[config.mk]
export PLATFORM = sky130hd
export DESIGN_NAME = flag_eval_unit
export DESIGN_NICKNAME = d
export VERILOG_FILES = /design/src/rtl/flag_eval_pkg.sv /design/src/rtl/nzcv_adder.sv /design/src/rtl/flag_core.sv /design/src/rtl/cond_eval.sv /design/src/rtl/flag_eval_unit.sv
export SDC_FILE = /design/constraint.sdc
export NUM_CORES = 1
export LEC_CHECK = 0
export BUFFER_PORTS_ARGS = -buffer_cell sky130_fd_sc_hd__buf_2
export CORE_AREA = 2 2 191 193
export DETAILED_ROUTE_END_ITERATION = 8
export DIE_AREA = 0 0 193 195
export PLACE_DENSITY = 0.82
export RECOVER_POWER = 25
export SLEW_MARGIN = 20
export SYNTH_ARGS = -nofsm -noshare
export SYNTH_HDL_FRONTEND = slang
export SYNTH_HIERARCHICAL = 1
export SYNTH_SLANG_ARGS = --single-unit
export TNS_END_PERCENT = 10
[constraint.sdc]
create_clock -name clk_i -period 0.8 [get_ports clk_i]
set_input_delay 0.16 -clock clk_i [delete_from_list [all_inputs] [get_ports clk_i]]
set_output_delay 0.16 -clock clk_i [all_outputs]
set_load 0.01 [all_outputs]
[src/rtl/flag_eval_pkg.sv]
package flag_eval_pkg;

    typedef enum logic [3:0] {
        OPC_COPY  = 4'd0,
        OPC_ADD_W = 4'd1,
        OPC_ADD_X = 4'd2,
        OPC_SUB_W = 4'd3,
        OPC_SUB_X = 4'd4,
        OPC_ADC_W = 4'd5,
        OPC_ADC_X = 4'd6,
        OPC_SBC_W = 4'd7,
        OPC_SBC_X = 4'd8,
        OPC_LOG_W = 4'd9,
        OPC_LOG_X = 4'd10
    } opc_e;

    typedef enum logic [3:0] {
        TST_EQ   = 4'd0,
        TST_NE   = 4'd1,
        TST_HS   = 4'd2,
        TST_LO   = 4'd3,
        TST_NEG  = 4'd4,
        TST_POS  = 4'd5,
        TST_OVF  = 4'd6,
        TST_NOVF = 4'd7,
        TST_UGT  = 4'd8,
        TST_ULE  = 4'd9,
        TST_SGE  = 4'd10,
        TST_SLT  = 4'd11,
        TST_SGT  = 4'd12,
        TST_SLE  = 4'd13,
        TST_ALW  = 4'd14,
        TST_ALW2 = 4'd15
    } tst_e;

    typedef struct packed {
        logic n;
        logic z;
        logic c;
        logic v;
    } nzcv_t;

    localparam int POS_N   = 31;
    localparam int POS_Z   = 30;
    localparam int POS_C   = 29;
    localparam int POS_V   = 28;
    localparam int OPC_W   = 4;
    localparam int TST_W   = 4;
    localparam int SEL_W   = OPC_W + TST_W;

endpackage

[src/rtl/nzcv_adder.sv]
module nzcv_adder
    import flag_eval_pkg::*;
#(
    parameter int W = 64
) (
    input  logic [W-1:0] a_i,
    input  logic [W-1:0] b_i,
    input  logic         cin_i,
    output nzcv_t        flags_o
);
    localparam int MSB = W - 1;

    logic [W:0] total;

    always_comb begin
        total     = {1'b0, a_i} + {1'b0, b_i} + {{W{1'b0}}, cin_i};
        flags_o.n = total[MSB];
        flags_o.z = (total[MSB:0] == '0);
        flags_o.c = total[W];
        flags_o.v = (a_i[MSB] == b_i[MSB]) && (total[MSB] != a_i[MSB]);
    end

endmodule

[src/rtl/flag_core.sv]
module flag_core
    import flag_eval_pkg::*;
#(
    parameter int WORD_W   = 64,
    parameter int NARROW_W = 32
) (
    input  logic [OPC_W-1:0]  opc_i,
    input  logic [WORD_W-1:0] dep1_i,
    input  logic [WORD_W-1:0] dep2_i,
    input  logic [WORD_W-1:0] dep3_i,
    output nzcv_t             flags_o
);
    localparam int NUM_PATHS = 2;

    logic              invert_b;
    logic              take_cin;
    logic              carry_in;
    logic [WORD_W-1:0] operand_b;
    nzcv_t             path_flags [NUM_PATHS];
    logic [WORD_W-2:0] unused_dep3;

    assign unused_dep3 = dep3_i[WORD_W-1:1];

    always_comb begin
        invert_b = 1'b0;
        take_cin = 1'b0;
        unique case (opc_i)
            OPC_SUB_W, OPC_SUB_X: invert_b = 1'b1;
            OPC_ADC_W, OPC_ADC_X: take_cin = 1'b1;
            OPC_SBC_W, OPC_SBC_X: begin
                invert_b = 1'b1;
                take_cin = 1'b1;
            end
            default: ;
        endcase
        carry_in  = take_cin ? dep3_i[0] : invert_b;
        operand_b = invert_b ? ~dep2_i : dep2_i;
    end

    // path 0 is narrow, path 1 is full width
    for (genvar k = 0; k < NUM_PATHS; k++) begin : g_path
        localparam int PW = (k == 0) ? NARROW_W : WORD_W;
        nzcv_adder #(.W(PW)) u_add (
            .a_i    (dep1_i[PW-1:0]),
            .b_i    (operand_b[PW-1:0]),
            .cin_i  (carry_in),
            .flags_o(path_flags[k])
        );
    end

    always_comb begin
        flags_o = '0;
        unique case (opc_i)
            OPC_COPY: flags_o = dep1_i[POS_N:POS_V];
            OPC_ADD_W, OPC_SUB_W, OPC_ADC_W, OPC_SBC_W: flags_o = path_flags[0];
            OPC_ADD_X, OPC_SUB_X, OPC_ADC_X, OPC_SBC_X: flags_o = path_flags[1];
            OPC_LOG_W: begin
                flags_o.n = dep1_i[NARROW_W-1];
                flags_o.z = (dep1_i[NARROW_W-1:0] == '0);
            end
            OPC_LOG_X: begin
                flags_o.n = dep1_i[WORD_W-1];
                flags_o.z = (dep1_i == '0);
            end
            default: flags_o = '0;
        endcase
    end

endmodule

[src/rtl/cond_eval.sv]
module cond_eval
    import flag_eval_pkg::*;
(
    input  logic [TST_W-1:0] tst_i,
    input  nzcv_t            flags_i,
    output logic             hit_o
);
    logic sign_agree;

    always_comb begin
        sign_agree = (flags_i.n == flags_i.v);
        hit_o      = 1'b1;
        unique case (tst_e'(tst_i))
            TST_EQ:   hit_o = flags_i.z;
            TST_NE:   hit_o = !flags_i.z;
            TST_HS:   hit_o = flags_i.c;
            TST_LO:   hit_o = !flags_i.c;
            TST_NEG:  hit_o = flags_i.n;
            TST_POS:  hit_o = !flags_i.n;
            TST_OVF:  hit_o = flags_i.v;
            TST_NOVF: hit_o = !flags_i.v;
            TST_UGT:  hit_o = flags_i.c && !flags_i.z;
            TST_ULE:  hit_o = !flags_i.c || flags_i.z;
            TST_SGE:  hit_o = sign_agree;
            TST_SLT:  hit_o = !sign_agree;
            TST_SGT:  hit_o = !flags_i.z && sign_agree;
            TST_SLE:  hit_o = flags_i.z || !sign_agree;
            TST_ALW, TST_ALW2: hit_o = 1'b1;
            default:  hit_o = 1'b1;
        endcase
    end

endmodule

[src/rtl/flag_eval_unit.sv]
module flag_eval_unit
    import flag_eval_pkg::*;
#(
    parameter int WORD_W   = 64,
    parameter int NARROW_W = 32
) (
    input  logic              clk_i,
    input  logic              rst_ni,
    input  logic [3:0]        opc_i,
    input  logic [WORD_W-1:0] dep1_i,
    input  logic [WORD_W-1:0] dep2_i,
    input  logic [WORD_W-1:0] dep3_i,
    input  logic [7:0]        query_sel_i,
    output logic [WORD_W-1:0] flags_o,
    output logic [WORD_W-1:0] carry_o,
    output logic              cond_hit_o
);
    localparam logic [WORD_W-1:0] FLAG_MASK = {{(WORD_W-POS_N-1){1'b0}}, 4'hF, {POS_V{1'b0}}};

    typedef struct packed {
        logic [WORD_W-1:0] flags;
        logic [WORD_W-1:0] carry;
        logic              hit;
    } eval_t;

    nzcv_t main_flags;
    nzcv_t query_flags;
    logic  query_hit;
    eval_t eval_d, eval_q;

    flag_core #(.WORD_W(WORD_W), .NARROW_W(NARROW_W)) u_main (
        .opc_i  (opc_i),
        .dep1_i (dep1_i),
        .dep2_i (dep2_i),
        .dep3_i (dep3_i),
        .flags_o(main_flags)
    );

    flag_core #(.WORD_W(WORD_W), .NARROW_W(NARROW_W)) u_query (
        .opc_i  (query_sel_i[OPC_W-1:0]),
        .dep1_i (dep1_i),
        .dep2_i (dep2_i),
        .dep3_i (dep3_i),
        .flags_o(query_flags)
    );

    cond_eval u_cond (
        .tst_i  (query_sel_i[SEL_W-1:OPC_W]),
        .flags_i(query_flags),
        .hit_o  (query_hit)
    );

    always_comb begin
        eval_d                   = '0;
        eval_d.flags[POS_N]      = main_flags.n;
        eval_d.flags[POS_Z]      = main_flags.z;
        eval_d.flags[POS_C]      = main_flags.c;
        eval_d.flags[POS_V]      = main_flags.v;
        eval_d.carry[0]          = main_flags.c;
        eval_d.hit               = query_hit;
    end

    always_ff @(posedge clk_i or negedge rst_ni) begin
        if (!rst_ni) eval_q <= '0;
        else         eval_q <= eval_d;
    end

    assign flags_o    = eval_q.flags;
    assign carry_o    = eval_q.carry;
    assign cond_hit_o = eval_q.hit;

    AST_RESERVED_BITS_ZERO: assert property (@(posedge clk_i) disable iff (!rst_ni)
        (flags_o & ~FLAG_MASK) == '0);
    AST_RESET_CLEARS: assert property (@(posedge clk_i)
        !rst_ni |=> (flags_o == '0 && carry_o == '0 && !cond_hit_o));
    AST_COPY_PASSES: assert property (@(posedge clk_i) disable iff (!rst_ni)
        (opc_i == OPC_COPY) |=> (flags_o[POS_N:POS_V] == $past(dep1_i[POS_N:POS_V])));
    AST_SUB_EQUAL_SETS_ZC: assert property (@(posedge clk_i) disable iff (!rst_ni)
        (opc_i == OPC_SUB_X && dep1_i == dep2_i) |=> (flags_o[POS_Z] && flags_o[POS_C]));
    AST_LOGIC_CLEARS_CV: assert property (@(posedge clk_i) disable iff (!rst_ni)
        (opc_i == OPC_LOG_W || opc_i == OPC_LOG_X) |=> (!flags_o[POS_C] && !flags_o[POS_V]));
    AST_UNUSED_OP_ZERO: assert property (@(posedge clk_i) disable iff (!rst_ni)
        (opc_i > OPC_LOG_X) |=> (flags_o == '0));
    AST_CARRY_MIRRORS_C: assert property (@(posedge clk_i) disable iff (!rst_ni)
        (carry_o[WORD_W-1:1] == '0) && (carry_o[0] == flags_o[POS_C]));
    AST_ALWAYS_TRUE: assert property (@(posedge clk_i) disable iff (!rst_ni)
        (query_sel_i[7:5] == 3'b111) |=> cond_hit_o);

endmodule

Word level (Yosys, flattened, before mapping). Index checks and enable logic that the tools add are counted.

Logic and storage cells: 100. Register bits: 6.

Add/sub/neg operators: 8. Bitwise gates (word level): 1. Reductions and logical operators: 31. Equal/unequal tests: 44. Mux-type cells: 13.

Operator list (number): $logic_not 64->1 (3); $add 64x64->65 (2); $add 65x1->65 (2); $mux 64 (2); $logic_not 32->1 (3); $add 32x32->33 (2); $add 33x1->33 (2); $not 64->64 (1); $eq 4x4->1 const B (14); $eq 4x3->1 const B (12); $reduce_or 4->1 (8); $eq 4x2->1 const B (6); $pmux 2 s5 (2); $pmux 1 s15 (1); $eq 4x1->1 const B (3); $logic_not 4->1 (3); $pmux 2 s3 (2); $logic_and 1x1->1 (6); $mux 1 (6); $eq 1x1->1 (5); $logic_not 1->1 (5); $ne 1x1->1 (4); $logic_or 1x1->1 (2); $reduce_or 2->1 (1).

Depth between registers and ports, before layout.
Depth after elaboration: 13. Depth in mapped cells: 31. Depth with buffers taken out: 29.

Hierarchy. Netlist, hierarchy kept.

Modules (own cells, without submodules): nzcv_adder (u_query.g_path[1].u_add) (cells each 694, area an instance 4570.6 µm², instances 1); nzcv_adder (u_main.g_path[1].u_add) (cells each 647, area an instance 4226.6 µm², instances 1); flag_core (cells each 138, area an instance 1326.3 µm², instances 2); nzcv_adder (u_main.g_path[0].u_add) (cells each 297, area an instance 2119.5 µm², instances 1); nzcv_adder (u_query.g_path[0].u_add) (cells each 280, area an instance 1971.9 µm², instances 1); flag_eval_unit (cells each 130, area an instance 1059.8 µm², instances 1); cond_eval (cells each 29, area an instance 201.4 µm², instances 1).

Worst setup path after synthesis. No wires, ideal clock.

Kind: input-to-reg. Start point: input port query_sel_i[2]. End point: register eval_q, in the netlist cond_hit_o. Setup slack: -4460 ps. Setup time: 127 ps. Data arrival time: 5134 ps. Stages: 27. Path through: buf_4 -> xnor2_1 -> o31ai_2 -> buf_6 -> xor2_1 -> inv_1 -> fa_1 -> inv_1 -> fa_1 -> a211o_4 -> a211oi_4 -> or4_4 -> a21boi_2 -> or4_4 -> a2111oi_4 -> nand4_1 -> or4_1 -> nor4_2 -> inv_1 -> o21ai_0 -> o21ai_0 -> o21ai_0 -> and3b_1 -> a22oi_2 -> xnor2_1 -> a22oi_1 -> o21ai_1.

RTL lines: start: declaration (line flag_eval_unit.sv:13) `input logic [7:0] query_sel_i,`; end signal: assignment (line flag_eval_unit.sv:65) `else eval_q <= eval_d;`; end: declaration (line flag_eval_unit.sv:29) `eval_t eval_d, eval_q;`.

==> impl_metrics.json <==
{
  "outcome": "complete, but fails checks",
  "violations": "negative setup slack",
  "cts.sinks": 5,
  "drv_slew": 0,
  "nNetsFinal": 3774,
  "vias": 23278,
  "worstSetupStartpointType": "primary input",
  "hp-class": "in2async",
  "path_clk_slew_ps": 30,
  "vdd_drop_max_mv": 0.813,
  "ys_ff_latch": 5,
  "via_per_inst": 6.07,
  "grt_pass1_vias": 22443,
  "die_w_um": 193,
  "end_kind": "flip-flop",
  "powerDensity_nw_per_um2": 1460,
  "finalHoldViolCount": 0,
  "p_leak_nw": 12.0,
  "drtIter0Drc": 2266,
  "drive_gt1_share_pct": 39.6,
  "top_level_ports": 335,
  "worstSetupPathType": "in2reg",
  "placed_cell_area_um2": 24400,
  "synth_area_per_cell_um2": 7.14,
  "comb_power_share_pct": 96.8,
  "htreeDepth": 1,
  "swShare_pct": 52.1,
  "routed_wl_mm": 83.5,
  "overflow": 0,
  "arrival_ps": 5770,
  "syn-cell-area_um2": 16800,
  "ant_nets": 0,
  "synth_edf_count": 0,
  "die_h_um": 195,
  "setup_ws_ps": -4870,
  "fmax_mhz": 176,
  "drt-pass1-iter-count": 6,
  "core-area_um2": 35400,
  "cts_buffers": 3,
  "hpwlAfterDp_mm": 71.6,
  "cap_violations": 0,
  "gp_congestion": 1.12,
  "crit_top_cell": "o21ai_1",
  "netlist_instances": 2353,
  "tightest_slew_ps": 719,
  "io_buffers": 148,
  "setup_viol": 11,
  "path_max_fanout": 10,
  "p_int_mw": 17.5,
  "cts_tree": "done",
  "relSlewSlack_pct": 51.3,
  "post-route-period-util_pct": 709,
  "required_ps": 900,
  "drc": 0,
  "row_count": 69,
  "finish.instance_area_um2": 25000,
  "cp_slowest_cell": "nor4_2",
  "crit_end": "cond_hit_o",
  "clkPwrFrac_pct": 2.2,
  "start_util_pct": 47.5,
  "rsz0062_at_grt": "true",
  "grt_max_degree": 35,
  "fin_util_pct": 70.7,
  "ys.flop_type": "dfrtp_1",
  "grtUsageTotal_pct": 42.4,
  "max_stage_delay_ps": 360,
  "synthToLayoutAreaGrowth_pct": 49.0,
  "fin_tns_setup_ps": -22140,
  "synthArstFlopShare_pct": 100,
  "dp_slack_ps": -5480,
  "cts_root_buffer": "clkbuf_16",
  "crit_start": "query_sel_i[3]",
  "synth_cell_types": 118,
  "grt_pass1_wl_mm": 124,
  "synth_warnings": 6,
  "fin_crit_ps": 5670,
  "power_frac_seq_pct": 0.9,
  "grt_antenna_before_repair": 8,
  "yosysSeqAreaShare_pct": 0.745,
  "wire_per_inst_um": 21.8,
  "cts_buffer_depth": 2,
  "die_area_um2": 37600,
  "switching_power_mw": 19.1
}
[per-layer routing]
metal / vias up / track usage, % / part of all wire [%]
met4: 8 / 28.2 / 7.9
met1: 10838 / 52.1 / 38
met3: 362 / 7.51 / 11
met2: 1464 / 67.3 / 43
met5: - / 0 / 0.055
li1: 10606 / - / -
[flip-flops by register name, summed over array words and instances (netlist names)]
name and flops:
cond_hit_o 1, flags_o 4
[cell usage in the layout, fill, tap and decap left out, types with 88 or more instances in the layout]
master   netlist  layout
buf_4        130     964
a21oi_1      237     229
nand2_1      210     209
ha_1         188     177
buf_2         17     145
nor2_1       146     144
o21ai_0      150     139
conb_1         1     123
xor2_1       115     105
nand4_1       88      88
[cell type report]
cell class	instances	area (µm²)
repair buffers	1122	8200
clock buffers	4	78.8
inverters	76	285
flip-flops and latches	5	125
diodes	5	12.5
fillers	2963	10400
multi-input cells	2164	15800
well taps	461	577
[critical path, delay by kind of cell]
kind / cells / cell delay [ps]
AND/OR/NAND/NOR: 10 / 1980
multiplexers: 1 / 60
AO/OA/AOI/OAI: 11 / 1760
buffers and inverters: 5 / 970
adder cells (fa/ha/maj): 1 / 240
XOR/XNOR: 3 / 570
[through the flow]
stage / power [mW] / hold slack, ps / std cells
2_1_floorplan: 18.2 / -136 / 2475
3_3_place_gp: 33.2 / 1.16 / 3824
3_5_place_dp: 33.7 / 11.3 / 3824
4_1_cts: 35.1 / 312 / 3831
5_1_grt: 38.8 / 425 / 3833
6_report: 36.6 / 407 / 3837
[kinds of logic (layout without fill, tap and decap cells)]
group / after synthesis / in the layout / synth area share [%]
AND/OR/NAND/NOR: 785 / 785 / 24.0
other: 1 / 128 / 0.0223
flip-flops: 5 / 5 / 0.745
XOR/XNOR: 233 / 233 / 14.8
buffers and inverters: 306 / 1202 / 11.4
multiplexers: 24 / 24 / 1.47
adder cells (fa/ha/maj): 196 / 196 / 15.0
AO/OA/AOI/OAI: 803 / 803 / 32.5
[how the worst min path moves through the flow]
stage	startpoint	to	cells after the start
global route	rst_ni	cond_hit_o	2
detailed placement	rst_ni	flags_o[30]	1
finish	rst_ni	flags_o[31]	2
floorplan	rst_ni	cond_hit_o	0
global placement	rst_ni	cond_hit_o	1
CTS	rst_ni	flags_o[31]	2
[cells in the mapped netlist, drive strengths merged, types with 8 or more instances]
cell type	instances	area [µm²]
nand2	211	795
a21o	59	443
o221ai	19	179
and3	17	108
xor2	175	1980
o311ai	11	104
nand3	59	295
nand4	88	551
ha	188	2350
fa	8	160
xnor2	58	508
o211ai	21	158
nor2	148	561
nand2b	21	131
a21oi	247	1280
or2	13	81.3
nor4	60	407
a31oi	33	221
nand3b	17	128
or4	10	82.6
nor3	58	295
o22ai	8	50.1
a211oi	29	265
mux2i	19	190
a211o	10	97.6
a2111oi	12	181
nor3b	11	82.6
nor2b	19	119
o2111ai	10	87.6
or3	15	98.8
inv	76	285
o21a	34	257
a311oi	12	111
o21ai	167	840
o31ai	14	129
a21boi	11	90.1
clkbuf	63	239
buf	167	1390
and2	12	75.1
a221o	10	104
o21bai	32	240
[timing repair]
| action | CTS | global route |
|---|---|---|
| setup endpoints to repair | 11 | 11 |
| endpoints found under the hold margin | 5 | 0 |
| gates resized for setup | 37 | 52 |
| buffers inserted | 1 | 1 |
| pin swaps | 7 | 15 |
| cloned | 1 | 0 |
| hold buffers | 1 | 0 |
[power groups by stage]
stage                     Sequential, mW  Clock (mW)  Combinational (mW)
final                              0.337       0.821                35.4
after global routing               0.334       0.850                37.6
after CTS                          0.332       0.833                33.9
after detailed placement           0.332           0                33.4
after global placement             0.328           0                32.8
after floorplan                    0.327           0                17.8
Note: power is estimated with default switching activity, not from simulation.
